===== config.mk =====
export PLATFORM = sky130hd
export DESIGN_NAME = clkpm_ctrl
export DESIGN_NICKNAME = d
export VERILOG_FILES = /design/src/rtl/clkpm_pkg.sv /design/src/rtl/clkpm_cfg.sv /design/src/rtl/clkpm_divider.sv /design/src/rtl/clkpm_ctrl.sv
export SDC_FILE = /design/constraint.sdc
export NUM_CORES = 1
export LEC_CHECK = 0
export BUFFER_PORTS_ARGS = -buffer_cell sky130_fd_sc_hd__buf_2
export CELL_PAD_IN_SITES_DETAIL_PLACEMENT = 1
export CELL_PAD_IN_SITES_GLOBAL_PLACEMENT = 1
export CORE_MARGIN = 4
export CORE_UTILIZATION = 37
export CTS_CLUSTER_DIAMETER = 80
export DETAILED_ROUTE_END_ITERATION = 7
export PLACE_DENSITY = 0.81
export SLEW_MARGIN = 0
export SYNTH_ARGS = -nofsm -noshare
export SYNTH_HDL_FRONTEND = slang
export SYNTH_HIERARCHICAL = 1
export SYNTH_SLANG_ARGS = --single-unit

===== constraint.sdc =====
create_clock -name clk -period 2.03 [get_ports clk]
set_input_delay 0.203 -clock clk [delete_from_list [all_inputs] [get_ports clk]]
set_output_delay 0.203 -clock clk [all_outputs]
set_load 0.1 [all_outputs]

===== src/rtl/clkpm_pkg.sv =====
package clkpm_pkg;

  typedef enum logic [1:0] {
    MODE_NORM  = 2'd0,
    MODE_PM256 = 2'd1,
    MODE_LF    = 2'd2
  } mode_e;

  typedef struct packed {
    logic [1:0] div;
    logic       pm;
    logic       swb;
    logic       alt;
  } cfg_t;

  // Mode the stored configuration asks for.
  function automatic mode_e want_mode(cfg_t c);
    if (c.pm && c.div == 2'd0) return MODE_PM256;
    if (c.pm && c.div == 2'd1) return MODE_LF;
    return MODE_NORM;
  endfunction

  // Highest count value of one enable period for a divider mode.
  function automatic int unsigned last_count(mode_e m, logic [1:0] d,
                                             int unsigned pm_log2);
    case (m)
      MODE_NORM:  return (32'd1 << d) - 32'd1;
      MODE_PM256: return (32'd1 << pm_log2) - 32'd1;
      default:    return 32'd0;
    endcase
  endfunction

  // Low power may only be held with a code that selects a low-power mode.
  function automatic logic pm_allowed(logic [1:0] d);
    return !d[1];
  endfunction

endpackage


===== src/rtl/clkpm_cfg.sv =====
module clkpm_cfg
  import clkpm_pkg::*;
(
  input  logic clk,
  input  logic rst_n,
  input  logic wr_en,
  input  cfg_t wr_cfg,
  input  logic evt,
  output cfg_t cfg_q,
  output logic swb_fire
);

  // A switchback only fires when armed, low power is on and no write wins.
  assign swb_fire = cfg_q.swb && cfg_q.pm && evt && !wr_en;

  always_ff @(posedge clk or negedge rst_n) begin
    if (!rst_n) begin
      cfg_q <= '0;
    end else if (wr_en) begin
      cfg_q.div <= wr_cfg.div;
      cfg_q.swb <= wr_cfg.swb;
      cfg_q.alt <= wr_cfg.alt;
      cfg_q.pm  <= wr_cfg.pm && pm_allowed(wr_cfg.div);
    end else if (swb_fire) begin
      cfg_q.pm <= 1'b0;
    end
  end

endmodule


===== src/rtl/clkpm_divider.sv =====
module clkpm_divider
  import clkpm_pkg::*;
#(
  parameter int unsigned PM_LOG2 = 8
) (
  input  logic       clk,
  input  logic       rst_n,
  input  logic       src_tick,
  input  logic       lf_tick,
  input  mode_e      req_mode,
  input  logic [1:0] req_div,
  output logic       fire,
  output mode_e      act_mode
);

  localparam int unsigned NORM_LOG2 = 3;
  localparam int unsigned CW = (PM_LOG2 > NORM_LOG2) ? PM_LOG2 : NORM_LOG2;

  logic [CW-1:0] cnt_q;
  logic [1:0]    act_div;
  logic          tick;
  logic          at_last;

  assign tick    = (act_mode == MODE_LF) ? lf_tick : src_tick;
  assign at_last = (act_mode == MODE_LF) ||
                   (cnt_q == CW'(last_count(act_mode, act_div, PM_LOG2)));
  assign fire    = tick && at_last;

  // The requested mode is only taken over at the end of a full period.
  always_ff @(posedge clk or negedge rst_n) begin
    if (!rst_n) begin
      cnt_q    <= '0;
      act_mode <= MODE_NORM;
      act_div  <= 2'd0;
    end else if (fire) begin
      cnt_q    <= '0;
      act_mode <= req_mode;
      act_div  <= req_div;
    end else if (tick) begin
      cnt_q <= cnt_q + 1'b1;
    end
  end

endmodule


===== src/rtl/clkpm_ctrl.sv =====
module clkpm_ctrl
  import clkpm_pkg::*;
#(
  parameter int unsigned PM_LOG2 = 8
) (
  input  logic       clk,
  input  logic       rst_n,
  input  logic       wr_en,
  input  logic [1:0] wr_div,
  input  logic       wr_pm,
  input  logic       wr_swb,
  input  logic       wr_alt,
  input  logic       irq_evt,
  input  logic       ser_evt,
  input  logic       lf_tick,
  input  logic       alt_tick,
  output logic       sys_ce,
  output logic [1:0] cfg_div,
  output logic       cfg_pm,
  output logic       cfg_swb,
  output logic       cfg_alt,
  output logic       lp_active,
  output logic       lf_active,
  output logic       swb_taken
);

  cfg_t  wr_cfg;
  cfg_t  cfg;
  logic  evt;
  logic  swb_fire;
  logic  src_tick;
  logic  fire;
  mode_e act_mode;
  mode_e req_mode;

  assign wr_cfg   = '{div: wr_div, pm: wr_pm, swb: wr_swb, alt: wr_alt};
  assign evt      = irq_evt || ser_evt;
  assign req_mode = want_mode(cfg);
  assign src_tick = cfg.alt ? alt_tick : 1'b1;

  clkpm_cfg u_cfg (
    .clk      (clk),
    .rst_n    (rst_n),
    .wr_en    (wr_en),
    .wr_cfg   (wr_cfg),
    .evt      (evt),
    .cfg_q    (cfg),
    .swb_fire (swb_fire)
  );

  clkpm_divider #(.PM_LOG2(PM_LOG2)) u_div (
    .clk      (clk),
    .rst_n    (rst_n),
    .src_tick (src_tick),
    .lf_tick  (lf_tick),
    .req_mode (req_mode),
    .req_div  (cfg.div),
    .fire     (fire),
    .act_mode (act_mode)
  );

  always_ff @(posedge clk or negedge rst_n) begin
    if (!rst_n) begin
      sys_ce    <= 1'b0;
      swb_taken <= 1'b0;
    end else begin
      sys_ce    <= fire;
      swb_taken <= swb_fire;
    end
  end

  assign cfg_div   = cfg.div;
  assign cfg_pm    = cfg.pm;
  assign cfg_swb   = cfg.swb;
  assign cfg_alt   = cfg.alt;
  assign lp_active = (act_mode != MODE_NORM);
  assign lf_active = (act_mode == MODE_LF);

endmodule


==> impl_metrics.tcl, run 1 <==
set metrics [dict create \
    rsz0062_at_grt "yes" \
    placed_area_sq_um 1320 \
    yosysWarnings 6 \
    drt_iter0_drc 40 \
    syn_inst 109 \
    p_leak_nw 0.685 \
    worstPathArrival_ns 2.29 \
    min_from "wr_alt" \
    die-area_sq_um 3940 \
    clock_sinks 19 \
    yosys.area_share.adder_pct 1.13 \
    clock-root-buffer "clkbuf_4" \
    synth.avg_cell_area_sq_um 10.2 \
    clkLatencyLatePin_ns 0.31 \
    final_common_cell "buf_2" \
    drt_wl_total_um 3320 \
    worst-r2r-setup-slack_ns -0.05 \
    dp_hpwl_um 2400 \
    globalRouteOverflowTotal 0 \
    post-place-ws_ns -0.154 \
    async_reset_ff_share_pct 100 \
    fmax_mhz 481 \
    relSlewSlack_pct 66.9 \
    grt_pass1_vias 1155 \
    layout_min_cycle_time_ns 2.08 \
    die_h_um 62.8 \
    slew_viol_final 0 \
    vias 1043 \
    clock_skew_ns 0.00412 \
    cts_tree "done" \
    synth_edf_count 0 \
    min_period_over_period_pct 102 \
    fill_cells 319 \
    viasPerCell 5.83 \
    p_total_w 0.00155 \
    synth_area_sq_um 1110 \
    dr.pass1.iters 4 \
    worstSetupPathType "flop to flop" \
    io_buffers 20 \
    hp-class "primary input to flop" \
    p_switching_w 0.000636 \
    synth.area.mux_share_pct 9.35 \
    antenna_cells 0 \
    synth_compound_area_share_pct 17.7 \
    utilization_pct 52.8 \
    swShare_pct 41.1 \
    postLayoutCellArea_sq_um 1480 \
    wire_per_inst_um 18.6 \
    antenna_found_initial 0 \
    layout-drive-gt1-share_pct 43.9 \
    crit_required_ns 2.24 \
    peakVddDrop_v 0.000445 \
    final_cell_mix "buf_2, buf_4, dfrtp_1" \
    track_usage_pct 18.2 \
    synth_nets 122 \
    yosys.area_share.simple_pct 24.9 \
    status "finished, violations left" \
    row_count 19 \
    worstReg2RegEnd "u_div/act_div[0]" \
    worstHoldEndpoint "u_cfg/cfg_q[0]" \
    synth_xor_area_share_pct 0.788 \
    ys.flop_type "dfrtp_1" \
    clock_path_buffers 2 \
    worstSetupEndpointType "flop" \
    htreeDepth 1 \
    yosysUniqueCellTypes 49 \
    p_seq_share_pct 38.7 \
    dieWidth_um 62.8 \
    violations "negative setup slack" \
    tightest_slew_ns 0.500 \
    worstSetupStartpointType "flop" \
    synth_top_family_by_area "simple AND/OR/NAND/NOR gates" \
    cap_violations 0 \
    intPower_w 0.000910 \
    initial_utilization_pct 39.6 \
    rr_startpoint "u_div/act_div[1]" \
    grt_max_degree 20 \
    gp_congestion 0.880 \
    pwr-share-comb_pct 48.0 \
    core_sq_um 2810 \
    synth_seq_cells 19 \
    powerDensity_nw_per_um2 1040 \
    path_max_fanout 3 \
    power_frac_clock_pct 13.3 \
    drc 0 \
    setup_viol_count_final 4 \
    area_growth_pct 33.2 \
    hold_violations 0 \
    setup_slack_ns -0.0493 \
    cts_buffers 3 \
    grt_pass1_wl_um 5670 \
    worstRegToRegCells 6 \
    io_pins 21 \
    nNetsFinal 162 \
    clk_pin_slew_ns 0.11 \
    ant_nets 0 \
    fin_tns_setup_ns -0.127 \
    hold_path_depth 2 \
    seq_area_frac_synth_pct 42.8 \
]
per-layer routing:
metal	global-route usage, %	up-vias	part of all wire, %
li1	-	481	-
met1	21.0	527	42
met3	2.88	8	3.8
met5	0	-	0
met2	31.8	27	52
met4	10.2	0	2.9
synthesized netlist by cell type, types with 2 or more instances:
| cell | instances | area, sq um |
|---|---|---|
| a21oi_1 | 6 | 30.0 |
| a31oi_1 | 2 | 12.5 |
| and3_1 | 4 | 25.0 |
| buf_2 | 3 | 15.0 |
| dfrtp_1 | 19 | 475 |
| inv_1 | 2 | 7.51 |
| mux2_1 | 2 | 22.5 |
| mux2_4 | 4 | 60.1 |
| nand2_1 | 9 | 33.8 |
| nand2b_1 | 5 | 31.3 |
| nand3_1 | 5 | 25.0 |
| nand4b_1 | 2 | 17.5 |
| nor2_1 | 5 | 18.8 |
| o21ai_0 | 3 | 15.0 |
| o31ai_1 | 2 | 15.0 |
| or2_1 | 2 | 12.5 |
| or4_1 | 2 | 15.0 |
stage by stage:
stage	std cells	hold WS [ns]
after floorplan	109	-0.0926
after global placement	168	0.161
after detailed placement	168	0.178
after CTS	177	0.107
after global routing	179	0.104
final	179	0.115
how the worst max path moves through the flow:
stage                     slack [ns]               end              from  depth (start not counted)
after floorplan                 0.02  u_div/act_div[0]  u_div/act_div[1]                          6
after global placement          0.04    u_div/cnt_q[6]    u_div/cnt_q[1]                          7
after detailed placement       -0.15  u_div/act_div[0]    u_div/cnt_q[1]                          6
after CTS                      -0.08  u_div/act_div[0]    u_div/cnt_q[3]                          6
after global routing            -0.1  u_div/act_div[0]  u_div/act_div[1]                          6
final                          -0.05  u_div/act_div[0]  u_div/act_div[1]                          6
cell families after synthesis:
| group | after synthesis |
|---|---|
| AO/OA/AOI/OAI | 27 |
| XOR/XNOR | 1 |
| adder cells (fa/ha/maj) | 1 |
| buffers and inverters | 7 |
| flip-flops | 19 |
| multiplexers | 8 |
| AND/OR/NAND/NOR | 46 |
power groups by stage:
stage               clock network (W)  registers [W]  logic [W]
finish                       0.000206       0.000598   0.000742
global route                 0.000233       0.000613   0.000793
CTS                          0.000214       0.000591   0.000670
detailed placement                  0       0.000607   0.000594
global placement                    0       0.000595   0.000556
floorplan                           0       0.000655   0.000326
sequential cells by signal (all words and copies together), names as in the netlist:
name	flops
sys_ce	1
u_div/cnt_q	8
u_cfg/cfg_q	5
u_div/act_mode	2
u_div/act_div	2
swb_taken	1
layout make-up:
| class | count | area (sq um) | area share, % |
|---|---|---|---|
| Tap cell | 31 | 38.8 | 2.62 |
| Timing Repair Buffer | 40 | 256 | 17.3 |
| Sequential cell | 19 | 477 | 32.2 |
| Inverter | 2 | 7.51 | 0.507 |
| Multi-Input combinational cell | 83 | 674 | 45.6 |
| Clock buffer | 4 | 26.3 | 1.78 |
worst max-delay path, stage by stage, from the launching register on:
cell and delay (ns):
dfrtp_1 0.42, or4_4 0.55, a31oi_4 0.22, o22ai_4 0.11, o21ai_2 0.16, and2b_2 0.21, mux2_4 0.31
what timing repair did:
| item | CTS | global route |
|---|---|---|
| setup buffers | 4 | 2 |
| hold endpoints to repair | 19 | 0 |
| resized for setup | 5 | 9 |
| hold buffers | 1 | 0 |
| endpoints found under the setup margin | 10 | 10 |
| pin swaps | 3 | 3 |
(Power assumes the default switching activity.)
==> run 2: changes to the inputs <==
--- a/config.mk
+++ b/config.mk
@@ -12,6 +12,7 @@
 export CORE_UTILIZATION = 37
 export CTS_CLUSTER_DIAMETER = 80
 export DETAILED_ROUTE_END_ITERATION = 7
+export GPL_TIMING_DRIVEN = 0
 export PLACE_DENSITY = 0.81
 export SLEW_MARGIN = 0
 export SYNTH_ARGS = -nofsm -noshare
==> impl_metrics.tcl, run 2 (synthesis gave the netlist of run 1 again) <==
set metrics [dict create \
    status "finished, violations left" \
    violations "negative setup slack" \
    worstSetupPathType "flop to flop" \
    multiInputGateArea_sq_um 692 \
    holdWs_ns 0.123 \
    gp_congestion 0.843 \
    top_register "u_div/cnt_q" \
    p_leak_nw 0.651 \
    layout-drive-gt1-share_pct 46.5 \
    nNetsFinal 156 \
    pwr-share-comb_pct 46.3 \
    antenna_cells 0 \
    cp_slowest_cell "or4_4" \
    dieWidth_um 62.8 \
    vias 1002 \
    die-area_sq_um 3940 \
    ant_nets 0 \
    reg_top3 "u_div/cnt_q: 8 flops, u_cfg/cfg_q: 5 flops" \
    powerDensity_nw_per_um2 1050 \
    path_max_fanout 4 \
    largest_reg_flops 8 \
    clock_skew_ns 0.00533 \
    grt_pass1_vias 1148 \
    rsz0062_at_grt "yes" \
    worstSetupStartpointType "flop" \
    initial_utilization_pct 39.6 \
    worstPathArrival_ns 2.38 \
    relSlewSlack_pct 66.1 \
    drc 0 \
    crit_required_ns 2.23 \
    worstHoldEndpoint "u_cfg/cfg_q[1]" \
    hold_path_depth 2 \
    die_h_um 62.8 \
    clock_sinks 19 \
    cap_violations 0 \
    worstRegToRegCells 6 \
    grt_pass1_wl_um 5310 \
    final_common_cell "buf_2" \
    setup_viol_count_final 5 \
    fill_cells 319 \
    clk_pin_slew_ns 0.12 \
    seq_area_sq_um 480 \
    p_switching_w 0.000642 \
    min_period_over_period_pct 107 \
    io_pins 21 \
    p_seq_share_pct 40.7 \
    worst-r2r-setup-slack_ns -0.14 \
    intPower_w 0.000899 \
    htreeDepth 1 \
    io_buffers 19 \
    min_from "wr_swb" \
    power_frac_clock_pct 13.0 \
    p_total_w 0.00154 \
    drt_wl_total_um 3300 \
    fin_tns_setup_ns -0.422 \
    swShare_pct 41.7 \
    peakVddDrop_v 0.000489 \
    row_count 19 \
    clock_path_buffers 2 \
    slew_viol_final 0 \
    slowest_delay_ns 0.56 \
    antenna_found_initial 0 \
    cts_buffers 3 \
    cp_top_family "simple AND/OR/NAND/NOR gates" \
    worstReg2RegEnd "u_div/act_div[1]" \
    layout_min_cycle_time_ns 2.17 \
    hp-class "primary input to flop" \
    drt_iter0_drc 43 \
    dp_hpwl_um 2030 \
    clock-root-buffer "clkbuf_4" \
    worstSetupEndpointType "flop" \
    tightest_slew_ns 0.512 \
    wire_per_inst_um 19.1 \
    rr_startpoint "u_div/cnt_q[3]" \
    placed_cells 159 \
    track_usage_pct 16.8 \
    globalRouteOverflowTotal 0 \
    hold_violations 0 \
    path_cells "or4_4 -> a31oi_4 -> o22ai_4 -> o21ai_4 -> and2b_2 -> mux2_4" \
    clkLatencyLatePin_ns 0.30 \
    final_cell_mix "buf_2, dfrtp_1, buf_4, nand2_1, mux2_4" \
    fmax_mhz 460 \
    core_sq_um 2810 \
    area_growth_pct 31.9 \
    cp_num_buf_inv 0 \
    utilization_pct 52.2 \
    stdcell_count 173 \
    dr.pass1.iters 3 \
    cts_tree "done" \
    grt_max_degree 20 \
    setup_slack_ns -0.144 \
    viasPerCell 5.79 \
]
==> run 2: cell count changes in the layout (fill, tap and decap cells not counted), sizes merged <==
| cell | delta |
|---|---|
| buf | -6 |
| clkbuf | -1 |
| clkinvlp | +1 |
==> run 2: power groups by stage <==
stage / registers, W / logic, W / clock network [W]
after floorplan: 0.000655 / 0.000326 / 0
after global placement: 0.000614 / 0.000466 / 0
after detailed placement: 0.000623 / 0.000502 / 0
after CTS: 0.000597 / 0.000615 / 0.000212
after global routing: 0.000650 / 0.000776 / 0.000229
final: 0.000628 / 0.000713 / 0.000201
==> run 2: area by class of cell <==
class	count	area share (%)
plain buffers	3	1.45
clock buffers	3	1.54
clock inverters	1	0.512
inverters	2	0.512
multi-input cells	83	47.2
flip-flops and latches	19	32.8
well taps	31	2.65
repair buffers	31	13.3
==> run 2: through the flow <==
stage          area (sq um)  worst slack (ns)
2_1_floorplan          1110            0.0155
3_3_place_gp           1250            -0.213
3_5_place_dp           1250            -0.267
4_1_cts                1370           -0.0567
5_1_grt                1470            -0.191
6_report               1470            -0.144
==> run 2: layer usage <==
layer  part of all wire, %  vias to the layer above  global-route usage, %  wire length [um]
li1                      -                      470                      -                 -
met1                    41                      499                   17.8              1360
met2                    53                       27                   30.9              1740
met3                   4.6                        6                   6.12               153
met4                   1.5                        0                   4.96                48
met5                     0                        -                      0                 0
==> run 2: repair_timing <==
item,in CTS,in global routing
endpoints found under the hold margin,19,0
buffers inserted,9,3
gates resized for setup,6,18
endpoints found under the setup margin,5,12
pin swaps,3,7
hold buffers,1,0
==> run 2: worst max path at each step <==
stage / from / endpoint / slack (ns) / depth (start not counted)
after floorplan: u_div/act_div[1] / u_div/act_div[0] / 0.02 / 6
after global placement: u_div/cnt_q[1] / u_div/act_div[1] / -0.21 / 6
after detailed placement: u_div/act_div[1] / u_div/act_div[1] / -0.27 / 6
after CTS: u_div/act_mode[0] / u_div/act_div[1] / -0.06 / 6
after global routing: u_div/cnt_q[3] / u_div/act_div[0] / -0.19 / 6
final: u_div/cnt_q[3] / u_div/act_div[1] / -0.14 / 6
